### src/rtl/ce_reset_gate.sv
module ce_reset_gate #(
  parameter int CLK_HZ   = 50_000_000,
  parameter int GRACE_NS = 15_000
) (
  input  logic clk,
  input  logic rst_n,
  input  logic dec_ce_n,
  input  logic rst_act,
  input  logic rst_pwrup,
  input  logic bkup_mode,
  output logic mem_ce_n,
  output logic gate_open
);
  localparam longint GRACE_L   = (longint'(GRACE_NS) * CLK_HZ + 999_999_999) / 1_000_000_000;
  localparam int     GRACE_CYC = (GRACE_L < 1) ? 1 : int'(GRACE_L);
  localparam int     CW        = $clog2(GRACE_CYC + 1);
  localparam logic [CW-1:0] LAST = CW'(GRACE_CYC - 1);

  typedef enum logic [1:0] {OPEN, GRACE, SHUT} st_t;
  st_t st;
  logic [CW-1:0] cnt;

  logic soft_rst;
  assign soft_rst = rst_act && !rst_pwrup;

  always_ff @(posedge clk or negedge rst_n) begin
    if (!rst_n) begin
      st  <= OPEN;
      cnt <= '0;
    end else begin
      unique case (st)
        OPEN: begin
          if (bkup_mode || (rst_act && rst_pwrup)) st <= SHUT;
          else if (rst_act) begin
            if (dec_ce_n || GRACE_CYC == 1) st <= SHUT;
            else begin
              st  <= GRACE;
              cnt <= CW'(1);
            end
          end
        end
        GRACE: begin
          if (bkup_mode || (rst_act && rst_pwrup)) st <= SHUT;
          else if (!rst_act) st <= OPEN;
          else if (dec_ce_n || cnt == LAST) st <= SHUT;
          else cnt <= cnt + CW'(1);
        end
        default: begin
          if (!rst_act && !bkup_mode) st <= OPEN;
        end
      endcase
    end
  end

  assign gate_open = !bkup_mode &&
                     ((st == OPEN  && (!rst_act || (soft_rst && !dec_ce_n))) ||
                      (st == GRACE && !rst_pwrup));
  assign mem_ce_n  = gate_open ? dec_ce_n : 1'b1;


  pass_through_chk: assert property (@(posedge clk) disable iff (!rst_n)
    (st == OPEN && !rst_act && !bkup_mode) |-> (mem_ce_n == dec_ce_n));

  grace_end_on_rise_chk: assert property (@(posedge clk) disable iff (!rst_n)
    (st == GRACE && dec_ce_n && rst_act) |=> (st == SHUT));

  grace_bound_chk: assert property (@(posedge clk) disable iff (!rst_n)
    (st == GRACE) |-> (cnt <= LAST && cnt != '0));

  pwrup_block_chk: assert property (@(posedge clk) disable iff (!rst_n)
    (rst_act && rst_pwrup) |-> mem_ce_n);

  bkup_block_chk: assert property (@(posedge clk) disable iff (!rst_n)
    bkup_mode |-> (mem_ce_n && !gate_open));

  reopen_chk: assert property (@(posedge clk) disable iff (!rst_n)
    (st == SHUT && !rst_act && !bkup_mode) |=> (st == OPEN));
endmodule

### config.mk
export PLATFORM = sky130hd
export DESIGN_NAME = ce_reset_gate
export DESIGN_NICKNAME = d
export VERILOG_FILES = /design/src/rtl/ce_reset_gate.sv
export SDC_FILE = /design/constraint.sdc
export NUM_CORES = 1
export LEC_CHECK = 0
export BUFFER_PORTS_ARGS = -buffer_cell sky130_fd_sc_hd__clkbuf_2
export CORE_AREA = 2 2 45 47
export DETAILED_ROUTE_END_ITERATION = 6
export DIE_AREA = 0 0 47 49
export GPL_TIMING_DRIVEN = 0
export SYNTH_ARGS = -nofsm -noshare
export SYNTH_HDL_FRONTEND = slang
export SYNTH_SLANG_ARGS = --single-unit
### constraint.sdc
create_clock -name clk -period 1.7 [get_ports clk]
set_input_delay 0.34 -clock clk [delete_from_list [all_inputs] [get_ports clk]]
set_output_delay 0.34 -clock clk [all_outputs]
set_load 0.02 [all_outputs]
======== Word-level counts from Yosys, hierarchy flattened ========
Index checks and enable logic that the tools add are counted.
operators by class
  divide/modulo/power cells ............... 0
  shift operators ......................... 0
  reduce and logical (&&, ||, !) cells .... 20
  multiply operators ...................... 0
  add/subtract/negate cells ............... 1
  bitwise logic cells ..................... 0
  magnitude comparators ................... 0
  mux-type cells .......................... 16
  equality and inequality tests ........... 10
operator list
  cell                                                                   count
  10-bit 2-to-1 mux                                                      6
  10-bit one-hot mux with 2 select lines                                 1
  2-bit 2-to-1 mux                                                       7
  2-bit != test, second input constant                                   6
  10-bit by 1-bit adder with 10-bit output, second input constant        1
  10-bit equality test, second input constant                            1
  1-bit logical AND                                                      7
  7-bit AND reduction                                                    1
  1-bit logical NOT                                                      4
  1-bit logical OR                                                       4
  4-bit != test, second input constant                                   1
  2-bit one-hot mux with 2 select lines                                  1
  3-bit != test, second input constant                                   1
  3-bit AND reduction                                                    1
  3-bit nonzero test                                                     1
  2-bit by 1-bit equality test with 1-bit output, second input constant  1
  2-bit logical NOT                                                      1
  2-bit nonzero test                                                     1
  1-bit 2-to-1 mux                                                       1
storage, ports and cells
  memory bits (read-only) ................. 0
  register bits after elaboration ......... 12
  memories kept ........................... 0
  input bits .............................. 6
  logic and storage cells ................. 49
  latch bits .............................. 0
  bits in writable memories ............... 0

======== Longest topological paths before layout ========
Gate-level depths: netlist of run 1.
  depth after elaboration ................. 8
  mapped depth ............................ 6
  gate-level depth less buffers ........... 6

======== Least setup slack after synthesis of run 1 ========
Ideal clock, no wire load.
  path type ............................... reg2reg
  start ................................... register st[1]
  end ..................................... register cnt[2]
  stages on the path, launching flop included .. 7
  data arrival time ....................... 1.583 ns
  setup slack ............................. 0.043 ns
  period minus slack after synthesis ...... 1.657 ns
  path buffers ............................ 2
  library setup time ...................... 0.074 ns
  cells stage by stage .................... dfrtp_1 > nand2b_1 > buf_6 > or4_4 > buf_6 > or2_4 > o21ai_2
on the way
  cells in the longest elaborated chain, start to end .. 3
  elaborated cells between the ends (all ways) .. 11
  classes of those cells .................. eq/ne: 7; mux: 1; reduce/logical: 3
ends and longest elaborated chain
  what                                                                                 line  source
  start, declared                                                                      20    st_t st;
  start signal, assigned                                                               28    st <= OPEN;
  start signal, assigned                                                               33    if (bkup_mode || (rst_act && rst_pwrup)) st <= SHUT;
  start signal, assigned                                                               35    if (dec_ce_n || GRACE_CYC == 1) st <= SHUT;
  2-bit by 1-bit equality test with 1-bit output or 2-bit logical NOT (tied branches)  31    unique case (st)
  2-bit != test (no source line) or 2-bit nonzero test (tied branches)                 n/a
  7-bit AND reduction (no source line)                                                 n/a
  end signal, assigned                                                                 46    else cnt <= cnt + CW'(1);
  end, declared                                                                        21    logic [CW-1:0] cnt;
Parallel ways exist; a longest one is shown, timed or not.
A chain may end at the register's enable or synchronous reset.

======== Final worst setup path of run 1 ========
  start ................................... register st[0]
  end ..................................... output gate_open
on the way
  cells in the longest elaborated chain, start to end .. 4
  elaborated cells between the ends (all ways) .. 6
  classes of those cells .................. eq/ne: 1; reduce/logical: 5
ends and longest elaborated chain
  what                                                                                 line    source
  2-bit by 1-bit equality test with 1-bit output or 2-bit logical NOT (tied branches)  57, 56
  1-bit logical AND, on equally long branches                                          57, 56
  1-bit logical OR *                                                                   56      ((st == OPEN && (!rst_act || (soft_rst && !dec_ce_n))) ||
  1-bit logical AND *                                                                  55      assign gate_open = !bkup_mode &&
  end, declared                                                                        12      output logic gate_open
Mark *: on every way between the ends. The rest lies on a longest branch, timed or not.

==> impl_metrics.py, run 1 <==
metrics = {
    "routing": {
        "first_iter_violations": 24,
        "dr_total_vias": 731,
        "postRouteAntennaNets": 0,
        "routed_wl_mm": 1.708,
        "drcViolationCount": 0,
        "wl_per_cell_um": 13.34,
        "dr.pass1.iters": 4,
        "avgViaCountPerCell": 5.711,
    },
    "layout": {
        "fill_cells": 185,
        "antennaDiodeCount": 0,
        "drive_gt1_share_pct": 24.75,
        "stdcell_area_um2": 929.6,
        "nets": 110,
        "syn_to_final_growth_pct": 22.81,
        "fin_cells": 128,
    },
    "logic_synthesis": {
        "synthSimpleGateAreaFrac_pct": 27.44,
        "synthMuxAreaShare_pct": 0,
        "ys_seq_elements": 12,
        "synth_fa_ha_area_share_pct": 3.306,
        "synth-compound-area-share_pct": 24.63,
        "syn-num-nets": 92,
        "syn_area_um2": 757.0,
        "synth_cell_types": 33,
        "ys_seq_area_share_pct": 39.67,
        "synth.avg_cell_area_um2": 9.012,
        "synthXorXnorAreaFrac_pct": 0,
        "synth_top_family_by_area": "simple AND/OR/NAND/NOR gates",
        "netlist_instances": 84,
        "yosysWarnings": 0,
    },
    "placed_design": {
        "post_dp_cell_area_um2": 825.8,
        "dp.cells": 118,
        "place.gp.congestion": 0.7368,
        "dp.final_hpwl_mm": 1.092,
        "dp_slack_ns": -0.09683,
        "port_buffers": 7,
    },
    "die": {
        "start_util_pct": 41.10,
        "die_w_um": 47,
        "die_h_um": 49,
        "num_io_pins": 8,
        "core_area_um2": 1842,
        "fp-row-count": 16,
        "die-area_um2": 2303,
    },
    "hold_path": {
        "hold_path.startpoint": "bkup_mode",
        "holdPathEnd": "st[1]$_DFFE_PN0P_",
        "min_path_cells": 3,
        "hold_class": "input pin to register",
    },
    "sta": {
        "hold_viol": 0,
        "relSlewSlack_pct": 74.02,
        "fin_crit_sh_pct": 96.93,
        "layout_min_cycle_time_ns": 1.648,
        "setup_tns_ns": 0,
        "finalClockSkew_ns": 0.008585,
        "setup_violations": 0,
        "setup_ws_ns": 0.05218,
        "final_max_slew_viol_count": 0,
        "tightest_slew_ns": 0.3867,
        "fmax_ghz": 0.6069,
        "rsz0062_at_grt": "yes",
    },
    "clocking": {
        "clock_latency_ns": 0.28,
        "htreeDepth": 1,
        "root_buffer": "clkbuf_4",
        "cts_num_sinks": 12,
        "clk_path_buf_depth": 2,
        "cts_tree": "built",
        "cts_made_buffers": 3,
        "clkTransAtPathRegs_ns": 0.07,
    },
    "critical_path": {
        "regToRegSetupSlack_ns": 0.06,
        "worstReg2RegStart": "st[1]$_DFFE_PN0P_",
        "rr_worst_depth": 5,
        "critPathArrivalTime_ns": 1.31,
        "rr_endpoint": "cnt[4]$_DFFE_PN0P_",
        "worstSetupStartpointType": "register",
        "cp_max_fo": 5,
        "end_kind": "output port",
        "required_ns": 1.36,
        "path_class": "register to output port",
    },
    "status": {
        "outcome": "finished clean",
    },
    "grt": {
        "grt_max_degree": 13,
        "overflow": 0,
        "grt_usage_pct": 15.78,
        "antenna_found_initial": 0,
        "grt_pass1_wl_mm": 2.622,
        "grt_pass1_vias": 594,
    },
    "power_and_ir_drop": {
        "p_per_area_nw_per_um2": 667.6,
        "max-vdd-ir-drop_v": 0.0003681,
        "leakage_uw": 0.0003762,
        "fin_total_pwr_uw": 620.7,
    },
    "run": {
        "cap_viol_max_count": 0,
    },
}
-- placed cells by master, fill, tap and decap left out, drive strengths merged, types with 3 or more instances in the layout --
| cell type | netlist | layout |
|---|---|---|
| a31oi | 3 | 3 |
| o31ai | 3 | 3 |
| nor3 | 3 | 3 |
| nand2b | 6 | 6 |
| inv | 3 | 3 |
| dfrtp | 12 | 12 |
| clkbuf | 1 | 11 |
| o41ai | 3 | 3 |
| nor2 | 7 | 7 |
| nand2 | 6 | 6 |
| buf | 2 | 7 |
| o21ai | 12 | 12 |
-- metal layers --
metal	global-route usage (%)	routed length [um]	up-vias	part of all wire (%)
met5	0	0	-	0
met4	7.407	35	0	2.0
met3	3.333	77	5	4.5
met2	22.60	778	21	46
met1	22.14	817	350	48
li1	-	-	355	-
-- state kept, by name (all words and copies together) (netlist names) --
| name | cells |
|---|---|
| cnt | 10 |
| st | 2 |
-- power breakdown --
group	internal [uW]	switching, uW
registers	300	21.0
logic	33.2	37.5
clock network	130	98.6
-- final cells by class --
type                    count  area (um2)  area share [%]
plain buffers               2       15.01           1.615
clock buffers               4       36.28           3.903
inverters                   3       11.26           1.211
multi-input cells          67       446.7           48.05
flip-flops and latches     12       301.5           32.44
well taps                  27       33.78           3.634
repair buffers             13       85.08           9.152
-- worst max-delay path by stage --
stage	cells after the start	slack (ns)	from	end
6_report	4	0.05	st[0]$_DFFE_PN0P_	gate_open
5_1_grt	5	-0.04	cnt[4]$_DFFE_PN0P_	cnt[9]$_DFFE_PN0P_
4_1_cts	5	0.03	cnt[4]$_DFFE_PN0P_	cnt[9]$_DFFE_PN0P_
3_5_place_dp	5	-0.1	dec_ce_n	cnt[9]$_DFFE_PN0P_
3_3_place_gp	5	-0.07	dec_ce_n	cnt[9]$_DFFE_PN0P_
2_1_floorplan	6	0.04	st[1]$_DFFE_PN0P_	cnt[2]$_DFFE_PN0P_
-- worst max-delay path, cell delays in order, from the launching register on --
cell     delay (ns)
dfrtp_2        0.46
and2b_1        0.21
o22ai_1        0.06
and2_1         0.16
buf_4          0.15
-- per-stage QoR --
step | hold WS [ns] | util, %
floorplan | 0.04441 | -
global placement | 0.2475 | 44.84
detailed placement | 0.2475 | 44.84
CTS | 0.3539 | 47.62
global route | 0.4202 | 50.48
finish | 0.3821 | 50.48
-- cell usage after synthesis --
| cell | count | area, um2 |
|---|---|---|
| nand4_1 | 1 | 6.260 |
| buf_6 | 2 | 22.52 |
| a31oi_1 | 3 | 18.77 |
| nor3_1 | 3 | 15.01 |
| o31ai_1 | 3 | 22.52 |
| clkbuf_1 | 1 | 3.750 |
| o22a_1 | 1 | 8.760 |
| a21oi_1 | 2 | 10.01 |
| and3_1 | 2 | 12.51 |
| a41oi_1 | 1 | 8.760 |
| and4_1 | 1 | 8.760 |
| nand3_1 | 2 | 10.01 |
| o21ai_0 | 7 | 35.03 |
| a22oi_1 | 1 | 7.510 |
| ha_1 | 2 | 25.02 |
| nand2b_1 | 6 | 37.54 |
| nand3b_1 | 1 | 7.510 |
| o21ai_1 | 3 | 15.01 |
| nor2_1 | 7 | 26.28 |
| o22ai_1 | 1 | 6.260 |
| or4_4 | 1 | 11.26 |
| and2b_1 | 1 | 7.510 |
| or2_1 | 1 | 6.260 |
| o21ai_2 | 2 | 17.52 |
| dfrtp_1 | 12 | 300.3 |
| nand4b_1 | 1 | 8.760 |
| nand2_1 | 6 | 22.52 |
| and2_1 | 1 | 6.260 |
| o41ai_1 | 3 | 26.28 |
| inv_1 | 3 | 11.26 |
| or2_4 | 1 | 8.760 |
| nor4_2 | 1 | 12.51 |
| a221o_1 | 1 | 10.01 |
-- timing repair --
action	CTS	global route
hold endpoints to repair	12	0
endpoints found under the setup margin	8	10
pin swaps	1	1
hold buffers	1	0
buffers inserted	2	3
resized for setup	1	5
cloned	0	1
-- kinds of logic (layout without fill, tap and decap cells) --
family	after synthesis	in the layout
flops	12	12
compound gates	28	28
fa+ha+maj	2	2
buf+inv	6	22
simple gates	36	37
Power figures use the tool's default switching activity.
==> run 2: changes to the inputs <==
--- a/config.mk
+++ b/config.mk
@@ -6,10 +6,13 @@
 export NUM_CORES = 1
 export LEC_CHECK = 0
 export BUFFER_PORTS_ARGS = -buffer_cell sky130_fd_sc_hd__clkbuf_2
-export CORE_AREA = 2 2 45 47
+export CELL_PAD_IN_SITES_DETAIL_PLACEMENT = 0
+export CELL_PAD_IN_SITES_GLOBAL_PLACEMENT = 1
+export CORE_AREA = 2 2 48 50
 export DETAILED_ROUTE_END_ITERATION = 6
-export DIE_AREA = 0 0 47 49
+export DIE_AREA = 0 0 50 52
 export GPL_TIMING_DRIVEN = 0
+export PLACE_DENSITY_LB_ADDON = 0.1
 export SYNTH_ARGS = -nofsm -noshare
 export SYNTH_HDL_FRONTEND = slang
 export SYNTH_SLANG_ARGS = --single-unit
==> impl_metrics.py, run 2 (synthesized netlist as in run 1, its figures left out) <==
metrics = {
    "grt": {
        "grt_usage_pct": 15.72,
        "antenna_found_initial": 0,
        "grt_pass1_wl_mm": 3.022,
        "overflow": 0,
        "met2_usage_pct": 26.54,
        "grt_pass1_vias": 650,
        "gr-usage-met1_pct": 19.68,
        "top_usage_layer": "met2",
        "use_met3_pct": 3.448,
        "grt_max_degree": 13,
    },
    "sta": {
        "hold_viol": 0,
        "tightest_slew_ns": 0.3946,
        "fin_crit_sh_pct": 98.94,
        "relSlewSlack_pct": 73.50,
        "layout_min_cycle_time_ns": 1.682,
        "setup_violations": 0,
        "final_max_slew_viol_count": 0,
        "setup_ws_ns": 0.01798,
        "rsz0062_at_grt": "yes",
        "finalClockSkew_ns": 0.001548,
        "fmax_ghz": 0.5945,
    },
    "routing": {
        "postRouteAntennaNets": 0,
        "wl_per_cell_um": 14.08,
        "dr.pass1.iters": 4,
        "dr_total_vias": 702,
        "drcViolationCount": 0,
        "routed_wl_mm": 1.858,
        "first_iter_violations": 24,
        "avgViaCountPerCell": 5.318,
    },
    "layout": {
        "top_register": "cnt",
        "drive_gt1_share_pct": 30.77,
        "fill_cells": 221,
        "nets": 113,
        "largest_reg_flops": 10,
        "syn_to_final_growth_pct": 29.42,
        "antennaDiodeCount": 0,
        "mostFrequentLayoutCell": "dfrtp_1",
        "layout_common_cells": "11 x dfrtp_1, 8 x buf_4, 7 x nor2_1, 7 x o21ai_0, 7 x clkbuf_2",
        "fin_cells": 132,
        "largest_registers": "cnt (10), st (2)",
    },
    "clocking": {
        "cts_num_sinks": 12,
        "clock_latency_ns": 0.27,
        "htreeDepth": 1,
        "cts_made_buffers": 3,
        "clk_path_buf_depth": 2,
        "clkTransAtPathRegs_ns": 0.08,
        "root_buffer": "clkbuf_4",
        "cts_tree": "built",
    },
    "hold_path": {
        "hold_class": "input pin to register",
        "min_path_cells": 3,
        "hold_path.startpoint": "rst_act",
    },
    "critical_path": {
        "worstSetupStartpointType": "register",
        "startpoint": "st[1]$_DFFE_PN0P_",
        "rr_worst_depth": 5,
        "crit_cells": 5,
        "crit_buf_inv": 1,
        "end_kind": "register",
        "path_cells": "nand2b_4, buf_6, or4_4, or2_4, o21ai_2",
        "critPathArrivalTime_ns": 1.88,
        "slowest_delay_ns": 0.53,
        "cp_max_fo": 5,
        "slowest_stage": "or4_4",
        "crit_family": "simple AND/OR/NAND/NOR gates",
        "path_class": "register to register",
        "worstReg2RegStart": "st[1]$_DFFE_PN0P_",
        "required_ns": 1.90,
    },
    "power_and_ir_drop": {
        "p_seq_share_pct": 51.7,
        "max-vdd-ir-drop_v": 0.0003323,
        "leakage_uw": 0.0004015,
        "pwr-share-clk_pct": 36.7,
        "p_per_area_nw_per_um2": 637.5,
        "switchingPower_uw": 158.9,
        "internal-power_uw": 465.6,
        "pwr-share-comb_pct": 11.6,
        "switching_share_pct": 25.45,
    },
    "die": {
        "num_io_pins": 8,
        "fp-row-count": 17,
        "die_h_um": 52,
        "start_util_pct": 35.95,
        "core_area_um2": 2106,
        "die-area_um2": 2600,
        "die_w_um": 50,
    },
    "run": {
        "cap_viol_max_count": 0,
    },
    "placed_design": {
        "dp.final_hpwl_mm": 1.229,
        "dp.cells": 119,
        "place.gp.congestion": 0.7299,
        "port_buffers": 7,
        "dp_slack_ns": -0.1421,
    },
    "status": {
        "outcome": "finished clean",
    },
}
-- run 2: through the flow --
stage	TNS (ns)	util [%]	cell area [um2]	power, uW	hold WS (ns)
6_report	0	46.52	979.7	624.5	0.3893
5_1_grt	-0.05233	46.52	979.7	665.5	0.4238
4_1_cts	0	42.60	897.1	626.4	0.3655
3_5_place_dp	-0.3575	39.28	827.0	386.7	0.2513
3_3_place_gp	-0.2299	39.28	827.0	385.4	0.2523
2_1_floorplan	0	-	757.0	357.8	0.04441
-- run 2: per-layer routing --
layer | vias to the layer above | routed length (um)
met1 | 332 | 903
met3 | 2 | 29
met4 | 0 | 14
li1 | 364 | -
met5 | - | 0
met2 | 4 | 909
-- run 2: final cells by class --
class | count | area [um2] | share of cell area [%]
buffer | 1 | 11.26 | 1.149
clock buffer | 4 | 36.28 | 3.704
inverter | 3 | 11.26 | 1.149
multi-input combinational | 67 | 459.2 | 46.87
sequential | 12 | 301.5 | 30.78
tap | 28 | 35.03 | 3.576
timing repair buffer | 17 | 125.1 | 12.77
-- run 2: repair_timing --
action | in CTS | in global routing
pin swaps | 1 | 6
setup buffers | 3 | 6
setup endpoints to repair | 10 | 7
hold endpoints to repair | 12 | 0
hold buffers | 1 | 0
gates resized for setup | 3 | 4
gates cloned | 0 | 1
-- run 2: power groups by stage --
stage                     Clock [uW]  Combinational (uW)  Sequential [uW]
after floorplan                    0                36.8              321
after global placement             0                58.9              326
after detailed placement           0                59.4              327
after CTS                        238                68.1              321
after global routing             253                86.2              326
final                            229                72.6              323
-- run 2: worst register-to-register path, delay by kind of cell, from the launching register on --
kind                   cells  cell delay (ns)
DFF                        1             0.40
AOI/OAI and AO/OA          1             0.12
buffers and inverters      1             0.12
and+or+nand+nor            3             0.97
-- run 2: final timing paths --
| path | slack (ns) | endpoint |
|---|---|---|
| max reg2reg | 0.02 | cnt[2]$_DFFE_PN0P_ |
| min reg2reg | 0.52 | cnt[7]$_DFFE_PN0P_ |
| min | 0.39 | st[1]$_DFFE_PN0P_ |
| max | 0.02 | cnt[2]$_DFFE_PN0P_ |
| min in group asynchronous | 0.48 | cnt[8]$_DFFE_PN0P_ |
| max in group asynchronous | 0.96 | st[0]$_DFFE_PN0P_ |
==> run 3: changes to the inputs <==
--- a/config.mk
+++ b/config.mk
@@ -8,9 +8,10 @@
 export BUFFER_PORTS_ARGS = -buffer_cell sky130_fd_sc_hd__clkbuf_2
 export CELL_PAD_IN_SITES_DETAIL_PLACEMENT = 0
 export CELL_PAD_IN_SITES_GLOBAL_PLACEMENT = 1
-export CORE_AREA = 2 2 48 50
+export CORE_AREA = 2 2 46 48
+export CTS_BUF_LIST = sky130_fd_sc_hd__clkbuf_4
 export DETAILED_ROUTE_END_ITERATION = 6
-export DIE_AREA = 0 0 50 52
+export DIE_AREA = 0 0 48 50
 export GPL_TIMING_DRIVEN = 0
 export PLACE_DENSITY_LB_ADDON = 0.1
 export SYNTH_ARGS = -nofsm -noshare
==> impl_metrics.py, run 3 (synthesized netlist as in run 1, its figures left out) <==
metrics = {
    "status": {
        "outcome": "finished clean",
    },
    "layout": {
        "layout_common_cells": "11 x dfrtp_1, 8 x buf_4, 7 x o21ai_0",
        "largest_reg_flops": 10,
        "fin_cells": 127,
        "antennaDiodeCount": 0,
        "nets": 109,
        "top_register": "cnt",
        "mostFrequentLayoutCell": "dfrtp_1",
        "drive_gt1_share_pct": 27.00,
        "stdcell_area_um2": 923.4,
        "syn_to_final_growth_pct": 21.98,
        "largest_registers": "cnt (10), st (2)",
    },
    "routing": {
        "first_iter_violations": 15,
        "postRouteAntennaNets": 0,
        "routed_wl_mm": 1.724,
        "dr_total_vias": 696,
        "avgViaCountPerCell": 5.480,
        "dr.pass1.iters": 4,
        "wl_per_cell_um": 13.57,
        "drcViolationCount": 0,
    },
    "power_and_ir_drop": {
        "max-vdd-ir-drop_v": 0.0002992,
        "switching_share_pct": 26.78,
        "internal-power_uw": 418.1,
        "leakage_uw": 0.0003755,
        "p_per_area_nw_per_um2": 618.3,
        "pwr-share-comb_pct": 12.0,
        "p_seq_share_pct": 56.3,
        "pwr-share-clk_pct": 31.7,
        "switchingPower_uw": 152.9,
    },
    "clocking": {
        "cts_num_sinks": 12,
        "cts_tree": "built",
        "clk_path_buf_depth": 2,
        "htreeDepth": 1,
        "clkTransAtPathRegs_ns": 0.08,
        "clock_latency_ns": 0.27,
        "cts_made_buffers": 3,
        "root_buffer": "clkbuf_4",
    },
    "sta": {
        "final_max_slew_viol_count": 0,
        "finalClockSkew_ns": 0.004419,
        "hold_slack_ns": 0.3829,
        "relSlewSlack_pct": 79.08,
        "tightest_slew_ns": 0.3138,
        "layout_min_cycle_time_ns": 1.629,
        "hold_viol": 0,
        "rsz0062_at_grt": "no",
        "fin_crit_sh_pct": 95.82,
        "fmax_ghz": 0.6139,
        "setup_violations": 0,
    },
    "critical_path": {
        "path_class": "register to register",
        "slowest_delay_ns": 0.55,
        "end_kind": "register",
        "path_cells": "nand2b_4, or4_4, or2_4, o21ai_2",
        "worstSetupStartpointType": "register",
        "slowest_stage": "or4_4",
        "critPathArrivalTime_ns": 1.83,
        "regToRegSetupSlack_ns": 0.07,
        "required_ns": 1.91,
        "cp_max_fo": 8,
    },
    "placed_design": {
        "port_buffers": 7,
        "dp.cells": 118,
        "post_dp_cell_area_um2": 825.8,
        "place.gp.congestion": 0.7357,
        "dp.final_hpwl_mm": 1.131,
    },
    "grt": {
        "grt_usage_pct": 18.19,
        "use_met3_pct": 5.495,
        "overflow": 0,
        "antenna_found_initial": 0,
        "grt_max_degree": 13,
        "grt_pass1_vias": 667,
        "top_usage_layer": "met2",
        "gr-usage-met1_pct": 24.32,
        "grt_pass1_wl_mm": 3.084,
        "met2_usage_pct": 26.89,
    },
    "hold_path": {
        "hold_class": "input pin to register",
    },
    "die": {
        "fp-row-count": 16,
        "num_io_pins": 8,
        "start_util_pct": 39.80,
        "die_h_um": 50,
        "core_area_um2": 1902,
        "die_w_um": 48,
        "die-area_um2": 2400,
    },
    "run": {
        "cap_viol_max_count": 0,
    },
}
-- run 3: routing by layer --
metal  routed length (um)  share of wire [%]
met2                  866                 50
met5                    0                  0
met4                   21                1.2
met1                  798                 46
met3                   38                2.2
-- run 3: repair_timing --
action,4_1_cts,5_1_grt
hold buffers,1,0
setup endpoints to repair,11,11
gates resized for setup,2,6
pin swaps,1,4
endpoints found under the hold margin,12,0
buffers inserted,2,5
-- run 3: worst paths after layout --
| check | end | cells past startpoint | start |
|---|---|---|---|
| max in group asynchronous | st[0]$_DFFE_PN0P_ | 2 | rst_n |
| worst min-delay path | st[1]$_DFFE_PN0P_ | 3 | bkup_mode |
| worst min register to register | cnt[7]$_DFFE_PN0P_ | 1 | cnt[7]$_DFFE_PN0P_ |
| min in group asynchronous | cnt[1]$_DFFE_PN0P_ | 2 | rst_n |
| worst max-delay path | cnt[4]$_DFFE_PN0P_ | 4 | st[1]$_DFFE_PN0P_ |
| worst max register to register | cnt[4]$_DFFE_PN0P_ | 4 | st[1]$_DFFE_PN0P_ |
-- run 3: power by group through the flow --
stage / sequential (uW) / combinational (uW) / clock [uW]
after floorplan: 321 / 36.8 / 0
after global placement: 327 / 58.0 / 0
after detailed placement: 325 / 59.3 / 0
after CTS: 319 / 65.5 / 190
after global routing: 326 / 80.6 / 203
final: 321 / 68.7 / 181
-- run 3: stage by stage --
stage               util, %  worst slack [ns]  setup TNS, ns  power [uW]
global placement      43.42          -0.09738        -0.2065       384.8
floorplan                 -           0.04342              0       357.8
global route          48.55           0.01090              0       609.2
CTS                   46.05          0.009219              0       574.4
detailed placement    43.42           -0.1124        -0.2394       384.8
finish                48.55           0.07104              0       570.9
-- run 3: worst max-delay path, delay by kind of cell, from the launching register on --
family | cells | cell delay, ns
AOI/OAI and AO/OA | 1 | 0.14
and+or+nand+nor | 3 | 1.00
DFF | 1 | 0.41
-- run 3: area by class of cell --
type / count / area [um2]
clock buffers: 3 / 22.52
clock inverters: 1 / 3.754
fillers: 187 / 978.4
inverters: 3 / 11.26
multi-input cells: 66 / 450.4
flip-flops and latches: 12 / 301.5
well taps: 27 / 33.78
repair buffers: 15 / 100.1
